File: config.mk
export PLATFORM = sky130hd
export DESIGN_NAME = flash_done_poller
export DESIGN_NICKNAME = d
export VERILOG_FILES = /design/src/rtl/flash_done_poller.sv
export SDC_FILE = /design/constraint.sdc
export NUM_CORES = 1
export LEC_CHECK = 0
export ABC_CLOCK_PERIOD_IN_PS = 2950
export CAP_MARGIN = 20
export CORE_MARGIN = 2
export CORE_UTILIZATION = 41
export DETAILED_ROUTE_END_ITERATION = 7
export PLACE_DENSITY_LB_ADDON = 0.15
export SYNTH_ARGS = -nofsm -noshare
export SYNTH_HDL_FRONTEND = slang
export SYNTH_SLANG_ARGS = --single-unit
File: constraint.sdc
create_clock -name clk -period 2.95 [get_ports clk]
set_clock_uncertainty 0.15 [all_clocks]
set_input_delay 0.4425 -clock clk [delete_from_list [all_inputs] [get_ports clk]]
set_output_delay 0.4425 -clock clk [all_outputs]
set_load 0.01 [all_outputs]
File: src/rtl/flash_done_poller.sv
module flash_done_poller #(
  parameter int AW = 22,
  parameter int DW = 16,
  parameter int CW = 16,
  parameter logic [DW-1:0] RESET_CMD = 16'h00F0
) (
  input  logic          clk,
  input  logic          rst_n,
  input  logic          start,
  input  logic          is_erase,
  input  logic          use_toggle,
  input  logic          auto_reset,
  input  logic [AW-1:0] addr,
  input  logic [DW-1:0] exp_data,
  input  logic [CW-1:0] max_polls,
  output logic          busy,
  output logic          done,
  output logic          fail,
  output logic          timeout,
  output logic          f_req,
  output logic          f_we,
  output logic [AW-1:0] f_addr,
  output logic [DW-1:0] f_wdata,
  input  logic [DW-1:0] f_rdata,
  input  logic          f_ack
);
  typedef enum logic [1:0] {S_IDLE, S_POLL, S_CONF, S_RST} st_t;
  st_t st;

  logic [AW-1:0] addr_q;
  logic [CW-1:0] max_q, cnt;
  logic          tgt7, tog_q, arst_q, prev6, seen;

  wire match   = tog_q ? (seen && f_rdata[6] == prev6) : (f_rdata[7] == tgt7);
  wire last_rd = ({1'b0, cnt} + 1'b1) >= {1'b0, max_q};

  assign busy    = st != S_IDLE;
  assign f_req   = busy;
  assign f_we    = st == S_RST;
  assign f_addr  = addr_q;
  assign f_wdata = RESET_CMD;

  always_ff @(posedge clk or negedge rst_n) begin
    if (!rst_n) begin
      st <= S_IDLE;
      addr_q <= '0; max_q <= '0; cnt <= '0;
      tgt7 <= 1'b0; tog_q <= 1'b0; arst_q <= 1'b0; prev6 <= 1'b0; seen <= 1'b0;
      done <= 1'b0; fail <= 1'b0; timeout <= 1'b0;
    end else begin
      done <= 1'b0; fail <= 1'b0; timeout <= 1'b0;
      case (st)
        S_IDLE: if (start) begin
          addr_q <= addr;
          max_q  <= max_polls;
          tgt7   <= is_erase | exp_data[7];
          tog_q  <= use_toggle;
          arst_q <= auto_reset;
          cnt    <= '0;
          seen   <= 1'b0;
          st     <= S_POLL;
        end
        S_POLL: if (f_ack) begin
          cnt   <= cnt + 1'b1;
          prev6 <= f_rdata[6];
          seen  <= 1'b1;
          if (match) begin
            done <= 1'b1; st <= S_IDLE;
          end else if (f_rdata[5]) begin
            st <= S_CONF;
          end else if (last_rd) begin
            timeout <= 1'b1; st <= S_IDLE;
          end
        end
        S_CONF: if (f_ack) begin
          if (match) begin
            done <= 1'b1; st <= S_IDLE;
          end else if (arst_q) begin
            st <= S_RST;
          end else begin
            fail <= 1'b1; st <= S_IDLE;
          end
        end
        S_RST: if (f_ack) begin
          fail <= 1'b1; st <= S_IDLE;
        end
        default: st <= S_IDLE;
      endcase
    end
  end

  assert_onehot_results_R8: assert property (@(posedge clk) disable iff (!rst_n)
    $onehot0({done, fail, timeout}));
  assert_result_idle_R8: assert property (@(posedge clk) disable iff (!rst_n)
    (done | fail | timeout) |-> !busy);
  assert_addr_hold_R3: assert property (@(posedge clk) disable iff (!rst_n)
    (busy && $past(busy)) |-> $stable(f_addr));
  assert_reset_after_read_R5: assert property (@(posedge clk) disable iff (!rst_n)
    $rose(f_we) |-> $past(f_ack));
  assert_poll_bound_R7: assert property (@(posedge clk) disable iff (!rst_n)
    (st == S_POLL && max_q != '0) |-> cnt < max_q);
  assert_idle_quiet_R10: assert property (@(posedge clk) disable iff (!rst_n)
    !busy |-> (!f_req && !f_we));
endmodule

==> impl_metrics.env, run 1 <==
export IMPL_outcome="finished, violations left"
export IMPL_violations="negative setup slack"
export IMPL_via_per_inst=4.87
export IMPL_slew_violations=0
export IMPL_grt_max_degree=34
export IMPL_path_delay_family="simple AND/OR/NAND/NOR gates"
export IMPL_grtUsageTotal_pct=16.3
export IMPL_clock_root_buffer="clkbuf_8"
export IMPL_areaGrowthSynthToFinish_pct=38.7
export IMPL_layout_nets=507
export IMPL_hold_path_class="in2async"
export IMPL_dpl_worst_slack_ns=-0.234
export IMPL_drtPass1Iterations=4
export IMPL_ys_seq_area_share_pct=47.6
export IMPL_path_cells="ha_2 > and3_4 > nand4_1 > nor2_2 > nand3_2 > xnor2_2 > ha_1 > nand4_1 > or4_1 > o211a_1 > o311ai_2 > o221ai_2 > mux2_4"
export IMPL_ys_ff_latch=64
export IMPL_cp_depth=13
export IMPL_hold_viol=0
export IMPL_dp_hpwl_um=4960
export IMPL_period_needed_ns=3.19
export IMPL_setup_slack_ns=-0.243
export IMPL_vdd_drop_max_v=0.000530
export IMPL_gr_total_overflow=0
export IMPL_pin_count=121
export IMPL_async_reset_ff_share_pct=100
export IMPL_reg2reg_depth=13
export IMPL_cts_tree="built"
export IMPL_cts_hold_buf=0
export IMPL_synth_cell_types=42
export IMPL_antenna_found_initial=0
export IMPL_cp_num_buf_inv=0
export IMPL_place_gp_congestion=0.820
export IMPL_syn_inst=297
export IMPL_antennaDiodeCount=0
export IMPL_h_tree_depth=3
export IMPL_final_core_util_pct=57.6
export IMPL_num_vias=2522
export IMPL_die_area_mm2=0.00894
export IMPL_routed_wl_um=6930
export IMPL_critPathSlowestCell="or4_1"
export IMPL_die_width_um=94.6
export IMPL_ys_flop_type="dfrtp_1"
export IMPL_layout_drive_gt1_share_pct=25.9
export IMPL_clk_latency_ns=0.34
export IMPL_port_buffers=76
export IMPL_power_leakage_nw=2.15
export IMPL_fin_hold_ws_ns=0.0131
export IMPL_worst_r2r_startpoint="cnt[0]$_DFFE_PN0P_"
export IMPL_first_global_vias=2352
export IMPL_grt_pass1_wl_um=11200
export IMPL_path_clk_slew_ns=0.08
export IMPL_die_h_um=94.6
export IMPL_r2r_end="st[1]$_DFFE_PN0P_"
export IMPL_synth_area_mm2=0.00336
export IMPL_setup_violations_final=3
export IMPL_critical_path_max_stage_delay_ns=0.40
export IMPL_fmax_mhz=313
export IMPL_synth_edff_count=0
export IMPL_crit_path_frequent_cell="nand4_1"
export IMPL_cts_sinks=64
export IMPL_critPathMaxFanout=4
export IMPL_cts_buffers=9
export IMPL_initial_utilization_pct=41.5
export IMPL_crit_path_start_kind="flip-flop"
export IMPL_power_density_mw_per_mm2=817
export IMPL_tightest_slew_ns=0.757
export IMPL_rsz0062_at_grt="yes"
export IMPL_path_class="reg2reg"
export IMPL_wl_per_cell_um=13.4
export IMPL_antenna_left=0
export IMPL_cp_data_required_time_ns=3.02
export IMPL_period_share_pct=108
export IMPL_avgSynthCellArea_um2=11.3
export IMPL_drt_iter0_markers=91
export IMPL_crit_arrival_ns=3.27
export IMPL_reg2reg_slack_ns=-0.24
export IMPL_num_rows=33
export IMPL_end_kind="flip-flop"
export IMPL_cap_violations=0
export IMPL_relSlewSlack_pct=49.6
export IMPL_yosysWarnings=0
export IMPL_drc=0
export IMPL_cts_max_path_buffers=2
export IMPL_core_mm2=0.00809
[cells in the final DEF, fill, tap and decap left out, drive strengths merged, types with 9 or more instances in the layout]
master	instances
clkdlybuf4s50	75
dfrtp	64
mux2	42
buf	36
inv	22
ha	22
nand2	17
conb	16
o21ai	15
clkbuf	10
xnor2	10
a21oi	9
[report_power, final]
part	switching, mW	total [mW]	internal, mW	leakage [nW]
clock	0.363	0.691	0.328	0.0809
combinational	0.756	1.73	0.969	1.27
sequential	0.173	1.39	1.22	0.793
[metal layers]
metal	vias to the layer above	share of wire (%)	global-route usage (%)
li1	1226	-	-
met1	1218	45	22.3
met2	70	48	25.2
met3	8	5.4	4.47
met4	0	1.4	5.43
met5	-	0	0
[cell usage after synthesis (all sizes together), types with 2 or more instances]
cell type  count  area, µm²
nand2b         2       12.5
a21oi          9       45.0
inv           21       78.8
and3           4       25.0
nand4          7       43.8
or3            2       12.5
nor3           2       10.0
nor2           8       32.5
xnor2         10       87.6
conb           2       7.51
nand2         17       63.8
clkbuf         3       11.3
dfrtp         64       1600
nand3          7       35.0
ha            22        275
a211oi         2       15.0
o21ai         15       75.1
xor2           6       52.6
o31ai          4       30.0
a22o           8       70.1
mux2          42        477
and2           4       25.0
buf           22        148
[registers in the layout, summed over array words and instances (netlist names)]
register  cells
st            2
f_addr       22
done          1
max_q        16
cnt          16
tog_q         1
tgt7          1
prev6         1
seen          1
arst_q        1
timeout       1
fail          1
[cells by family after synthesis]
group / Yosys count / synth area share, %
multiplexers: 43 / 14.5
XOR/XNOR: 16 / 4.17
AO/OA/AOI/OAI: 45 / 8.89
adder cells (fa/ha/maj): 22 / 8.19
other: 2 / 0.223
buffers and inverters: 46 / 7.07
AND/OR/NAND/NOR: 59 / 9.34
flip-flops: 64 / 47.6
[worst reg2reg max path, stage by stage (launching register included)]
cell and delay [ns]:
dfrtp_1 0.37, ha_2 0.18, and3_4 0.19, nand4_1 0.14
nor2_2 0.21, nand3_2 0.12, xnor2_2 0.16, ha_1 0.33
nand4_1 0.10, or4_1 0.40, o211a_1 0.14, o311ai_2 0.10
o221ai_2 0.16, mux2_4 0.31
[metrics by stage]
stage | total power, mW | TNS (ns) | cells | cell area (µm²)
3_3_place_gp | 3.09 | -0.392 | 496 | 4400
6_report | 3.81 | -0.449 | 518 | 4660
3_5_place_dp | 3.14 | -0.434 | 496 | 4400
5_1_grt | 4.09 | -0.916 | 518 | 4660
4_1_cts | 3.85 | -0.408 | 514 | 4600
2_1_floorplan | 2.40 | -0.122 | 311 | 3430
[cell type report]
cell class / instances / area [µm²]
clock buffer: 10 / 138
clock inverter: 6 / 43.8
fill: 730 / 3430
inverter: 21 / 78.8
multi-input combinational: 201 / 1630
sequential: 64 / 1600
tap: 105 / 131
timing repair buffer: 111 / 1040
[worst max path at each step]
stage                  startpoint                 to
5_1_grt        cnt[0]$_DFFE_PN0P_  st[1]$_DFFE_PN0P_
6_report       cnt[0]$_DFFE_PN0P_  st[1]$_DFFE_PN0P_
2_1_floorplan  cnt[0]$_DFFE_PN0P_  st[1]$_DFFE_PN0P_
3_3_place_gp   cnt[0]$_DFFE_PN0P_  st[1]$_DFFE_PN0P_
3_5_place_dp   cnt[0]$_DFFE_PN0P_  st[1]$_DFFE_PN0P_
4_1_cts        cnt[0]$_DFFE_PN0P_  st[1]$_DFFE_PN0P_
[timing repair]
item / 4_1_cts / 5_1_grt
hold endpoints to repair: 0 / 0
setup buffers: 2 / 4
pin swaps: 0 / 3
endpoints found under the setup margin: 3 / 3
cloned: 0 / 0
gates resized for setup: 1 / 6
Power figures use the tool's default switching activity.
==> run 2: changes to the inputs <==
--- a/config.mk
+++ b/config.mk
@@ -5,10 +5,10 @@
 export SDC_FILE = /design/constraint.sdc
 export NUM_CORES = 1
 export LEC_CHECK = 0
-export ABC_CLOCK_PERIOD_IN_PS = 2950
+export ABC_CLOCK_PERIOD_IN_PS = 3500
 export CAP_MARGIN = 20
 export CORE_MARGIN = 2
-export CORE_UTILIZATION = 41
+export CORE_UTILIZATION = 45
 export DETAILED_ROUTE_END_ITERATION = 7
 export PLACE_DENSITY_LB_ADDON = 0.15
 export SYNTH_ARGS = -nofsm -noshare
==> constraint.sdc (replaced) <==
create_clock -name clk -period 3.5 [get_ports clk]
set_clock_uncertainty 0.15 [all_clocks]
set_input_delay 0.525 -clock clk [delete_from_list [all_inputs] [get_ports clk]]
set_output_delay 0.525 -clock clk [all_outputs]
set_load 0.01 [all_outputs]
==> run 2 against run 1 <==
Net effect:
- the run now ends clean
- sequential share of layout area increased by 1.4 points
- cell area decreased by 4.0%
- utilization increased by 4.1 points
- combinational power decreased by 19%
==> impl_metrics.env, run 2 (synthesized netlist as in run 1, its figures left out) <==
export IMPL_outcome="complete, no violations"
export IMPL_die_area_mm2=0.00818
export IMPL_layout_nets=484
export IMPL_final_core_util_pct=61.7
export IMPL_layout_drive_gt1_share_pct=20.5
export IMPL_period_needed_ns=3.33
export IMPL_path_cells="ha_1 > and3_2 > nand2_1 > nor2_1 > xor2_1 > ha_1 > nand4_1 > buf_4 > or4_1 > o211a_1 > o311ai_2 > o221ai_2 > mux2_4"
export IMPL_initial_utilization_pct=46.4
export IMPL_antennaDiodeCount=0
export IMPL_drtPass1Iterations=5
export IMPL_grt_max_degree=65
export IMPL_power_leakage_nw=2.05
export IMPL_cp_data_required_time_ns=3.57
export IMPL_num_vias=2442
export IMPL_crit_path_frequent_cell="ha_1"
export IMPL_cts_buffers=9
export IMPL_final_area_mm2=0.00448
export IMPL_via_per_inst=4.99
export IMPL_fin_hold_ws_ns=0.213
export IMPL_hold_path_class="in2async"
export IMPL_dp_hpwl_um=4900
export IMPL_end_kind="flip-flop"
export IMPL_internal_power_mw=2.20
export IMPL_path_class="reg2reg"
export IMPL_critPathSlowestCell="or4_1"
export IMPL_vdd_drop_max_v=0.000471
export IMPL_setup_violations_final=0
export IMPL_grtUsageTotal_pct=18.2
export IMPL_clock_root_buffer="clkbuf_8"
export IMPL_cts_max_path_buffers=2
export IMPL_routed_wl_um=6920
export IMPL_p_sw_share_pct=33.2
export IMPL_fmax_mhz=300
export IMPL_switching_power_mw=1.09
export IMPL_first_global_vias=2628
export IMPL_p_comb_share_pct=42.6
export IMPL_pin_count=121
export IMPL_tightest_slew_ns=0.965
export IMPL_die_width_um=90.4
export IMPL_antenna_found_initial=0
export IMPL_drc=0
export IMPL_num_rows=31
export IMPL_antenna_left=0
export IMPL_crit_arrival_ns=3.41
export IMPL_power_frac_seq_pct=35.9
export IMPL_relSlewSlack_pct=35.4
export IMPL_cts_sinks=64
export IMPL_path_clk_slew_ns=0.07
export IMPL_power_density_mw_per_mm2=737
export IMPL_p_clk_share_pct=21.5
export IMPL_clk_latency_ns=0.34
export IMPL_areaGrowthSynthToFinish_pct=33.1
export IMPL_port_buffers=76
export IMPL_die_h_um=90.4
export IMPL_crit_path_start_kind="flip-flop"
export IMPL_period_share_pct=95.2
export IMPL_gr_usage_met1_pct=23.7
export IMPL_hold_viol=0
export IMPL_grt_util_met2_pct=27.7
export IMPL_cap_violations=0
export IMPL_grt_pass1_wl_um=11900
export IMPL_placed_cell_area_mm2=0.00421
export IMPL_largest_reg_flops=22
export IMPL_h_tree_depth=3
export IMPL_critical_path_max_stage_delay_ns=0.49
export IMPL_cts_tree="built"
export IMPL_top_usage_layer="met2"
export IMPL_slew_violations=0
export IMPL_wl_per_cell_um=14.1
export IMPL_path_delay_family="simple AND/OR/NAND/NOR gates"
export IMPL_final_cell_mix="clkdlybuf4s50_1 (75), dfrtp_1 (64), mux2_2 (41)"
export IMPL_cp_num_buf_inv=1
export IMPL_place_gp_congestion=0.761
export IMPL_cts_hold_buf=0
export IMPL_gr_total_overflow=0
export IMPL_met3_usage_pct=6.84
export IMPL_core_mm2=0.00725
export IMPL_layout_commonest_cell="clkdlybuf4s50_1"
export IMPL_drt_iter0_markers=105
export IMPL_critPathMaxFanout=4
==> run 2: changes by cell type in the layout (fill, tap and decap cells not counted), moves of 2 or more <==
cell | previous run | this run
clkinvlp_4 | 4 | 2
buf_12 | 2 | 0
buf_4 | 33 | 12
bufinv_16 | 0 | 2
==> run 2: cell type report <==
cell class,count,area (µm²)
Clock buffer,10,128
Clock inverter,6,92.6
Fill cell,650,2780
Inverter,21,78.8
Multi-Input combinational cell,201,1610
Sequential cell,64,1600
Tap cell,99,124
Timing Repair Buffer,88,846
==> run 2: what timing repair did <==
item / CTS / global route
gates resized for setup: 1 / 6
endpoints found under the hold margin: 0 / 0
buffers inserted: 0 / 2
setup endpoints to repair: 1 / 2
pin swaps: 0 / 4
==> run 2: routing by layer <==
metal / up-vias / share of wire (%)
met5: - / 0
met4: 0 / 1.3
met3: 7 / 7.8
met2: 74 / 46
met1: 1182 / 45
li1: 1179 / -
==> run 2: final timing paths <==
path	cells past startpoint	startpoint	endpoint	slack (ns)
max	13	cnt[0]$_DFFE_PN0P_	st[1]$_DFFE_PN0P_	0.17
min	2	rst_n	st[0]$_DFFE_PN0P_	0.21
max in group asynchronous	2	rst_n	f_addr[10]$_DFFE_PN0P_	2.45
max reg2reg	13	cnt[0]$_DFFE_PN0P_	st[1]$_DFFE_PN0P_	0.17
min in group clk	2	seen$_DFFE_PN0P_	seen$_DFFE_PN0P_	0.34
min reg2reg	2	seen$_DFFE_PN0P_	seen$_DFFE_PN0P_	0.34
==> run 2: power groups by stage <==
stage	registers [mW]	clock network, mW	logic, mW
2_1_floorplan	1.23	0	0.782
3_3_place_gp	1.18	0	1.37
3_5_place_dp	1.20	0	1.40
4_1_cts	1.19	0.727	1.41
5_1_grt	1.23	0.761	1.56
6_report	1.18	0.711	1.40
==> run 2: stage by stage <==
stage	worst slack, ns	std cells	total power [mW]	TNS, ns
after floorplan	0.348	311	2.02	0
after global placement	0.0697	471	2.55	0
after detailed placement	0.00778	471	2.59	0
after CTS	0.0235	487	3.32	0
after global routing	-0.00212	489	3.55	-0.00212
final	0.168	489	3.30	0
==> run 2: worst register-to-register path, stage by stage, from the launching register on <==
cell      delay, ns
dfrtp_1        0.41
ha_1           0.24
and3_2         0.22
nand2_1        0.09
nor2_1         0.06
xor2_1         0.18
ha_1           0.30
nand4_1        0.15
buf_4          0.17
or4_1          0.49
o211a_1        0.15
o311ai_2       0.12
o221ai_2       0.18
mux2_4         0.31
